$ cat src/rtl/ks_dr_pkg.sv
package ks_dr_pkg;
  // One dual-rail bit: [1] true rail, [0] false rail. 00 means empty.
  typedef logic [1:0] dr_t;

  function automatic dr_t dr_and(dr_t x, dr_t y);
    return {x[1] & y[1], x[0] | y[0]};
  endfunction

  function automatic dr_t dr_or(dr_t x, dr_t y);
    return {x[1] | y[1], x[0] & y[0]};
  endfunction

  function automatic dr_t dr_xor(dr_t x, dr_t y);
    return {(x[1] & y[0]) | (x[0] & y[1]), (x[1] & y[1]) | (x[0] & y[0])};
  endfunction
endpackage

$ cat src/rtl/ks_token_stage.sv
module ks_token_stage
  import ks_dr_pkg::*;
#(
  parameter int NP = 8
) (
  input  logic          clk,
  input  logic          rst_n,
  input  dr_t [NP-1:0]  in_d,
  input  logic          nxt_ack,
  output dr_t [NP-1:0]  out_d,
  output logic          full
);
  dr_t [NP-1:0] d_q;
  logic in_full, in_empty, q_empty;

  always_comb begin
    in_full  = 1'b1;
    in_empty = 1'b1;
    full     = 1'b1;
    q_empty  = 1'b1;
    for (int i = 0; i < NP; i++) begin
      in_full  &= ^in_d[i];
      in_empty &= ~|in_d[i];
      full     &= ^d_q[i];
      q_empty  &= ~|d_q[i];
    end
  end

  always_ff @(posedge clk or negedge rst_n) begin
    if (!rst_n)
      d_q <= '0;
    else if (!nxt_ack && in_full && q_empty)
      d_q <= in_d;
    else if (nxt_ack && in_empty && full)
      d_q <= '0;
  end

  assign out_d = d_q;


  token_form_chk: assert property (@(posedge clk) disable iff (!rst_n)
    full || q_empty);


  fill_gate_chk: assert property (@(posedge clk) disable iff (!rst_n)
    $rose(full) |-> !$past(nxt_ack));


  drain_gate_chk: assert property (@(posedge clk) disable iff (!rst_n)
    $fell(full) |-> $past(nxt_ack));


  hold_valid_chk: assert property (@(posedge clk) disable iff (!rst_n)
    (full && $past(full)) |-> $stable(d_q));
endmodule

$ cat src/rtl/ks_prefix_level.sv
module ks_prefix_level
  import ks_dr_pkg::*;
#(
  parameter int WIDTH = 8,
  parameter int SPAN  = 1
) (
  input  dr_t [WIDTH-1:0] g_i,
  input  dr_t [WIDTH-1:0] p_i,
  output dr_t [WIDTH-1:0] g_o,
  output dr_t [WIDTH-1:0] p_o
);
  for (genvar i = 0; i < WIDTH; i++) begin : g_bit
    if (i >= SPAN) begin : g_comb
      assign g_o[i] = dr_or(g_i[i], dr_and(p_i[i], g_i[i-SPAN]));
      assign p_o[i] = dr_and(p_i[i], p_i[i-SPAN]);
    end else begin : g_pass
      assign g_o[i] = g_i[i];
      assign p_o[i] = p_i[i];
    end
  end
endmodule

$ cat src/rtl/ks_sum_form.sv
module ks_sum_form
  import ks_dr_pkg::*;
#(
  parameter int WIDTH = 8
) (
  input  dr_t [WIDTH-1:0] grp_g,
  input  dr_t [WIDTH-1:0] grp_p,
  input  dr_t [WIDTH-1:0] half,
  input  dr_t             cin,
  output dr_t [WIDTH:0]   res
);
  dr_t [WIDTH-1:0] carry;

  for (genvar i = 0; i < WIDTH; i++) begin : g_bit
    assign carry[i] = dr_or(grp_g[i], dr_and(grp_p[i], cin));
    if (i == 0) begin : g_lsb
      assign res[i] = dr_xor(half[i], cin);
    end else begin : g_upper
      assign res[i] = dr_xor(half[i], carry[i-1]);
    end
  end
  assign res[WIDTH] = carry[WIDTH-1];
endmodule

$ cat src/rtl/ks_dr_adder.sv
module ks_dr_adder
  import ks_dr_pkg::*;
#(
  parameter int WIDTH = 8
) (
  input  logic             clk,
  input  logic             rst_n,
  input  logic [WIDTH-1:0] a_t,
  input  logic [WIDTH-1:0] a_f,
  input  logic [WIDTH-1:0] b_t,
  input  logic [WIDTH-1:0] b_f,
  input  logic             cin_t,
  input  logic             cin_f,
  output logic             in_ack,
  output logic [WIDTH-1:0] sum_t,
  output logic [WIDTH-1:0] sum_f,
  output logic             cout_t,
  output logic             cout_f,
  input  logic             out_ack,
  output logic             idle
);
  localparam int LEVELS = $clog2(WIDTH);
  localparam int STAGES = LEVELS + 2;
  localparam int NP     = 3 * WIDTH + 1;  // g | p | half-sum | carry-in
  localparam int NS     = WIDTH + 1;      // sum | carry-out
  localparam int P_LO   = WIDTH;
  localparam int X_LO   = 2 * WIDTH;

  dr_t [NP-1:0]   gen_d;
  dr_t [NP-1:0]   lvl_q [0:LEVELS];
  dr_t [NS-1:0]   sum_d;
  dr_t [NS-1:0]   res_q;
  logic [STAGES-1:0] st_full;

  // Bitwise generate / propagate / half-sum
  always_comb begin
    for (int i = 0; i < WIDTH; i++) begin
      gen_d[i]        = dr_and({a_t[i], a_f[i]}, {b_t[i], b_f[i]});
      gen_d[P_LO + i] = dr_xor({a_t[i], a_f[i]}, {b_t[i], b_f[i]});
      gen_d[X_LO + i] = dr_xor({a_t[i], a_f[i]}, {b_t[i], b_f[i]});
    end
    gen_d[NP-1] = {cin_t, cin_f};
  end

  ks_token_stage #(.NP(NP)) u_gen (
    .clk(clk), .rst_n(rst_n), .in_d(gen_d), .nxt_ack(st_full[1]),
    .out_d(lvl_q[0]), .full(st_full[0])
  );

  for (genvar lv = 0; lv < LEVELS; lv++) begin : g_lvl
    dr_t [NP-1:0] nx;
    ks_prefix_level #(.WIDTH(WIDTH), .SPAN(1 << lv)) u_pf (
      .g_i(lvl_q[lv][WIDTH-1:0]),
      .p_i(lvl_q[lv][X_LO-1:P_LO]),
      .g_o(nx[WIDTH-1:0]),
      .p_o(nx[X_LO-1:P_LO])
    );
    assign nx[NP-1:X_LO] = lvl_q[lv][NP-1:X_LO];
    ks_token_stage #(.NP(NP)) u_st (
      .clk(clk), .rst_n(rst_n), .in_d(nx), .nxt_ack(st_full[lv+2]),
      .out_d(lvl_q[lv+1]), .full(st_full[lv+1])
    );
  end

  ks_sum_form #(.WIDTH(WIDTH)) u_sum (
    .grp_g(lvl_q[LEVELS][WIDTH-1:0]),
    .grp_p(lvl_q[LEVELS][X_LO-1:P_LO]),
    .half(lvl_q[LEVELS][NP-2:X_LO]),
    .cin(lvl_q[LEVELS][NP-1]),
    .res(sum_d)
  );

  ks_token_stage #(.NP(NS)) u_out (
    .clk(clk), .rst_n(rst_n), .in_d(sum_d), .nxt_ack(out_ack),
    .out_d(res_q), .full(st_full[STAGES-1])
  );

  always_comb begin
    for (int i = 0; i < WIDTH; i++) begin
      sum_t[i] = res_q[i][1];
      sum_f[i] = res_q[i][0];
    end
    cout_t = res_q[WIDTH][1];
    cout_f = res_q[WIDTH][0];
  end

  assign in_ack = st_full[0];
  assign idle   = ~|st_full;

  logic in_cmp;
  assign in_cmp = (&(a_t ^ a_f)) && (&(b_t ^ b_f)) && (cin_t ^ cin_f);


  idle_outputs_empty_chk: assert property (@(posedge clk) disable iff (!rst_n)
    idle |-> (sum_t == '0 && sum_f == '0 && !cout_t && !cout_f));


  accept_only_complete_chk: assert property (@(posedge clk) disable iff (!rst_n)
    $rose(in_ack) |-> $past(in_cmp));
endmodule

$ cat config.mk
export PLATFORM = sky130hd
export DESIGN_NAME = ks_dr_adder
export DESIGN_NICKNAME = d
export VERILOG_FILES = /design/src/rtl/ks_dr_pkg.sv /design/src/rtl/ks_token_stage.sv /design/src/rtl/ks_prefix_level.sv /design/src/rtl/ks_sum_form.sv /design/src/rtl/ks_dr_adder.sv
export SDC_FILE = /design/constraint.sdc
export NUM_CORES = 1
export LEC_CHECK = 0
export BUFFER_PORTS_ARGS = -buffer_cell sky130_fd_sc_hd__buf_2
export CAP_MARGIN = 25
export CORE_MARGIN = 2
export CORE_UTILIZATION = 40
export DETAILED_ROUTE_END_ITERATION = 6
export GPL_ROUTABILITY_DRIVEN = 0
export HOLD_SLACK_MARGIN = 0.03
export PLACE_DENSITY_LB_ADDON = 0.25
export SLEW_MARGIN = 0
export SYNTH_ARGS = -nofsm -noshare
export SYNTH_HDL_FRONTEND = slang
export SYNTH_HIERARCHICAL = 1
export SYNTH_SLANG_ARGS = --single-unit
$ cat constraint.sdc
create_clock -name clk -period 6.65 [get_ports clk]
set_clock_uncertainty 0.15 [all_clocks]
set_input_delay 0 -clock clk [delete_from_list [all_inputs] [get_ports clk]]
set_output_delay 0 -clock clk [all_outputs]
set_load 0.02 [all_outputs]
==> impl_results.md <==
- Setup crit end kind: flop
- Post-DR vias/cell: approximately 5.4
- DIE WIDTH: 194 µm
- Critical Path AT: 4.38 ns
- Detailed-route via count: 11000
- Mapped Cells: ~1500
- Row cnt: just under 70
- Ant. Diodes: 0
- Ports: 57
- Max_slew headroom: 0.330
- DRC Markers: 0
- Skew-Pair Late Insertion Delay: roughly 0.54 ns
- Initial DRC count: between 600 and 700
- Post-DP HPWL: ~31 mm
- Pwr dens: around 180 nW/µm²
- CTS buffer count: 26
- Largest net degree at the start of global routing: 80
- RSZ-0062 raised after global routing: false
- Clock sink count: between 200 and 250
- Sequential power share: 0.443
- Setup CP Type: reg2reg
- Die ar.: about 38000 µm²
- Antenna violations before repair: 1
- GRT overflow: 0
- Post-route ant nets: 0
- Synth Register Bits: approximately 220
- Final hold viol count: 0
- Register area share after synthesis: 0.377
- Maximum root-to-sink buffer count: 3
- Syn nets: 1724
- Cell variety after synth: 30
- Final setup vio count: 0
- Worst ir drop on vdd: 0.166 mV
- Switching Share: 0.223
- Starting density of the core: 0.407
- DR WL/cell: roughly 20 µm
- Design Power: 2.99 mW
- GR Util All Layers: 0.219
- Pleak: ~7.6 nW
- Routed WL: 41.1 mm
- Switching Power: approximately 0.67 mW
- Syn_area_per_cell: slightly below 10 µm²
- Clock power share: 0.511
- Post-synth top flop: dfrtp_1
- Req. time, crit path: about 7 ns
- Ys Warns: 6
- Core area: between 30000 and 40000 µm²
- Status: finished clean
- Logic gate share of total power: 0.046
- Internal power: approximately 2.3 mW
- Port bufs: between 50 and 60
- Total of max-cap violations: 0
- Die Ht: slightly below 200 µm
- FFs w/ async S/R, synth: 1.00
- First-pass GRT wire length: ~65 mm
- Setup TNS: 0 ns
- Number of synthesized flops with an enable pin: 0
- Layout cells sized above 1: 0.0967
- H-Tree Depth: 1
- Fin crit share: 0.610
- Final max-slew violation count: 0
- Fmax: about 250 MHz
- CTS root buf: clkbuf_16
- Maximum fanout along the worst path: 51
- Hold Crit Class: in2reg
- Post-layout minimum cycle time: between 4 and 5 ns
- Worst-path clk slew: around 0.060 ns
- Final Core Density: 0.460
- Number of global-route vias before repair: 11100
- NumNets Final: 1797
- DRT Pass-1 Iters: 7
- CTS tree: done
- Mapped Area: 14500 µm²
- Synth-to-Final Area Change: 13.1%
- Worst Setup Start Kind: flop
- Worst Tran Pin Value: 1.00 ns
==> power groups by stage <==
stage                     Sequential [mW]  Clock, mW  Combinational (mW)
final                                1.33       1.53               0.138
after global routing                 1.33       1.62               0.153
after CTS                            1.33       1.56               0.140
after detailed placement             1.35          0               0.111
after global placement               1.35          0               0.107
after floorplan                      1.35          0              0.0419
==> cells in the final DEF, fill, tap and decap left out <==
master         synthesis  final
ha_1                 218    218
and4_2                 0      2
nand3b_1               4      4
and4_1                 4      2
or4_1                  1      1
clkbuf_16              0     27
and2_1                25     25
or2_1                 17     17
a22o_1               232    232
nand3_1                5      5
and3_1                 2      2
nor4_1                10     10
buf_8                  0      1
nor4_2                 5      5
buf_12                 0      1
nand4_1               97     97
a22oi_2                1      1
dlygate4sd3_1          0     54
a22o_2                10     10
or4_4                  4      4
buf_4                 29     10
inv_1                436    436
clkinv_2               0      4
clkinv_4               0      1
nor3_1                 9      9
a21o_1                33     33
or2_2                  8      8
clkbuf_1              24      3
nor4_4                 4      4
o21a_1                25     25
dfrtp_1              218    218
clkbuf_8               0      8
a31oi_4                4      4
bufinv_16              0      3
nand4b_1               1      1
nand2_1               12     12
buf_16                 0      1
clkinvlp_4             0      2
buf_2                  2     55
nor2_1                 7      7
==> kinds of logic after synthesis <==
logic type | after synthesis | synth area share
buffers and inverters | 513 | 0.152
adder cells (fa/ha/maj) | 218 | 0.189
flip-flops | 218 | 0.377
AND/OR/NAND/NOR | 215 | 0.0975
AO/OA/AOI/OAI | 305 | 0.184
==> registers in the layout (all words and copies together) (netlist names) <==
| signal | flops |
|---|---|
| g_lvl.u_st/out_d | 150 |
| u_out/out_d | 18 |
| u_gen/out_d | 50 |
==> synthesized netlist by cell type (all sizes together) (5+ instances only) <==
cell type | n | area share
or2 | 25 | 0.011
a21o | 33 | 0.017
and2 | 25 | 0.011
nand3 | 5 | 0.0017
clkbuf | 24 | 0.0062
dfrtp | 218 | 0.38
nor2 | 7 | 0.0018
nand2 | 12 | 0.0031
o21a | 25 | 0.013
buf | 53 | 0.033
a22o | 242 | 0.15
nor4 | 19 | 0.015
or4 | 5 | 0.0036
inv | 436 | 0.11
nand4 | 97 | 0.042
nor3 | 9 | 0.0031
ha | 218 | 0.19
==> critical path, cell delays in order, from the launching register on <==
cell and delay (ns):
dfrtp_1 0.43, inv_1 0.07, ha_1 0.29, nand4_1 0.09, or4_4 0.54, nor4_4 0.45, nand3b_1 0.17, nor3_1 0.05
and4_2 0.55, a31oi_4 0.60, buf_4 0.42, a22o_1 0.20
==> metal layers <==
| metal | GRT usage | vias to the layer above | part of all wire |
|---|---|---|---|
| li1 | - | 5163 | - |
| met1 | 0.277 | 5453 | 0.43 |
| met2 | 0.376 | 265 | 0.48 |
| met3 | 0.0257 | 92 | 0.036 |
| met4 | 0.0999 | 0 | 0.051 |
| met5 | 0 | - | 0 |
==> path summary, 6_finish.rpt <==
kind / from / endpoint / slack [ns] / cells after the start
min reg2reg: u_out/out_d[6] / u_out/out_d[6] / 0.38 / 1
max: g_lvl[1].u_st/out_d[17] / g_lvl[0].u_st/out_d[29] / 2.59 / 11
min: cin_t / u_gen/out_d[49] / 0.08 / 3
min in group asynchronous: rst_n / g_lvl[1].u_st/out_d[29] / 0.50 / 4
max reg2reg: g_lvl[1].u_st/out_d[17] / g_lvl[0].u_st/out_d[29] / 2.59 / 11
max in group asynchronous: rst_n / u_gen/out_d[37] / 5.10 / 5
==> repair_timing <==
item	in CTS	in global routing
gates resized for setup	0	0
hold buffers	55	0
endpoints found under the hold margin	170	0
setup buffers	0	0
==> layout make-up <==
class                      instances  area [µm²]
multi-input combinational        738        6810
tap                              461         577
sequential                       218        5460
fill                            3377       19200
clock buffer                      38         797
clock inverter                    10         134
timing repair buffer             122         953
inverter                         436        1640
==> stage by stage <==
stage | setup slack (ns) | cells | area, µm² | hold slack, ns
floorplan | 3.75 | 1469 | 14500 | -0.446
global placement | 2.64 | 1919 | 14800 | -0.102
detailed placement | 2.63 | 1920 | 14900 | -0.101
CTS | 2.61 | 2023 | 16400 | 0.0762
global route | 2.37 | 2023 | 16400 | 0.0971
finish | 2.59 | 2023 | 16400 | 0.0841
(Power assumes the default switching activity.)
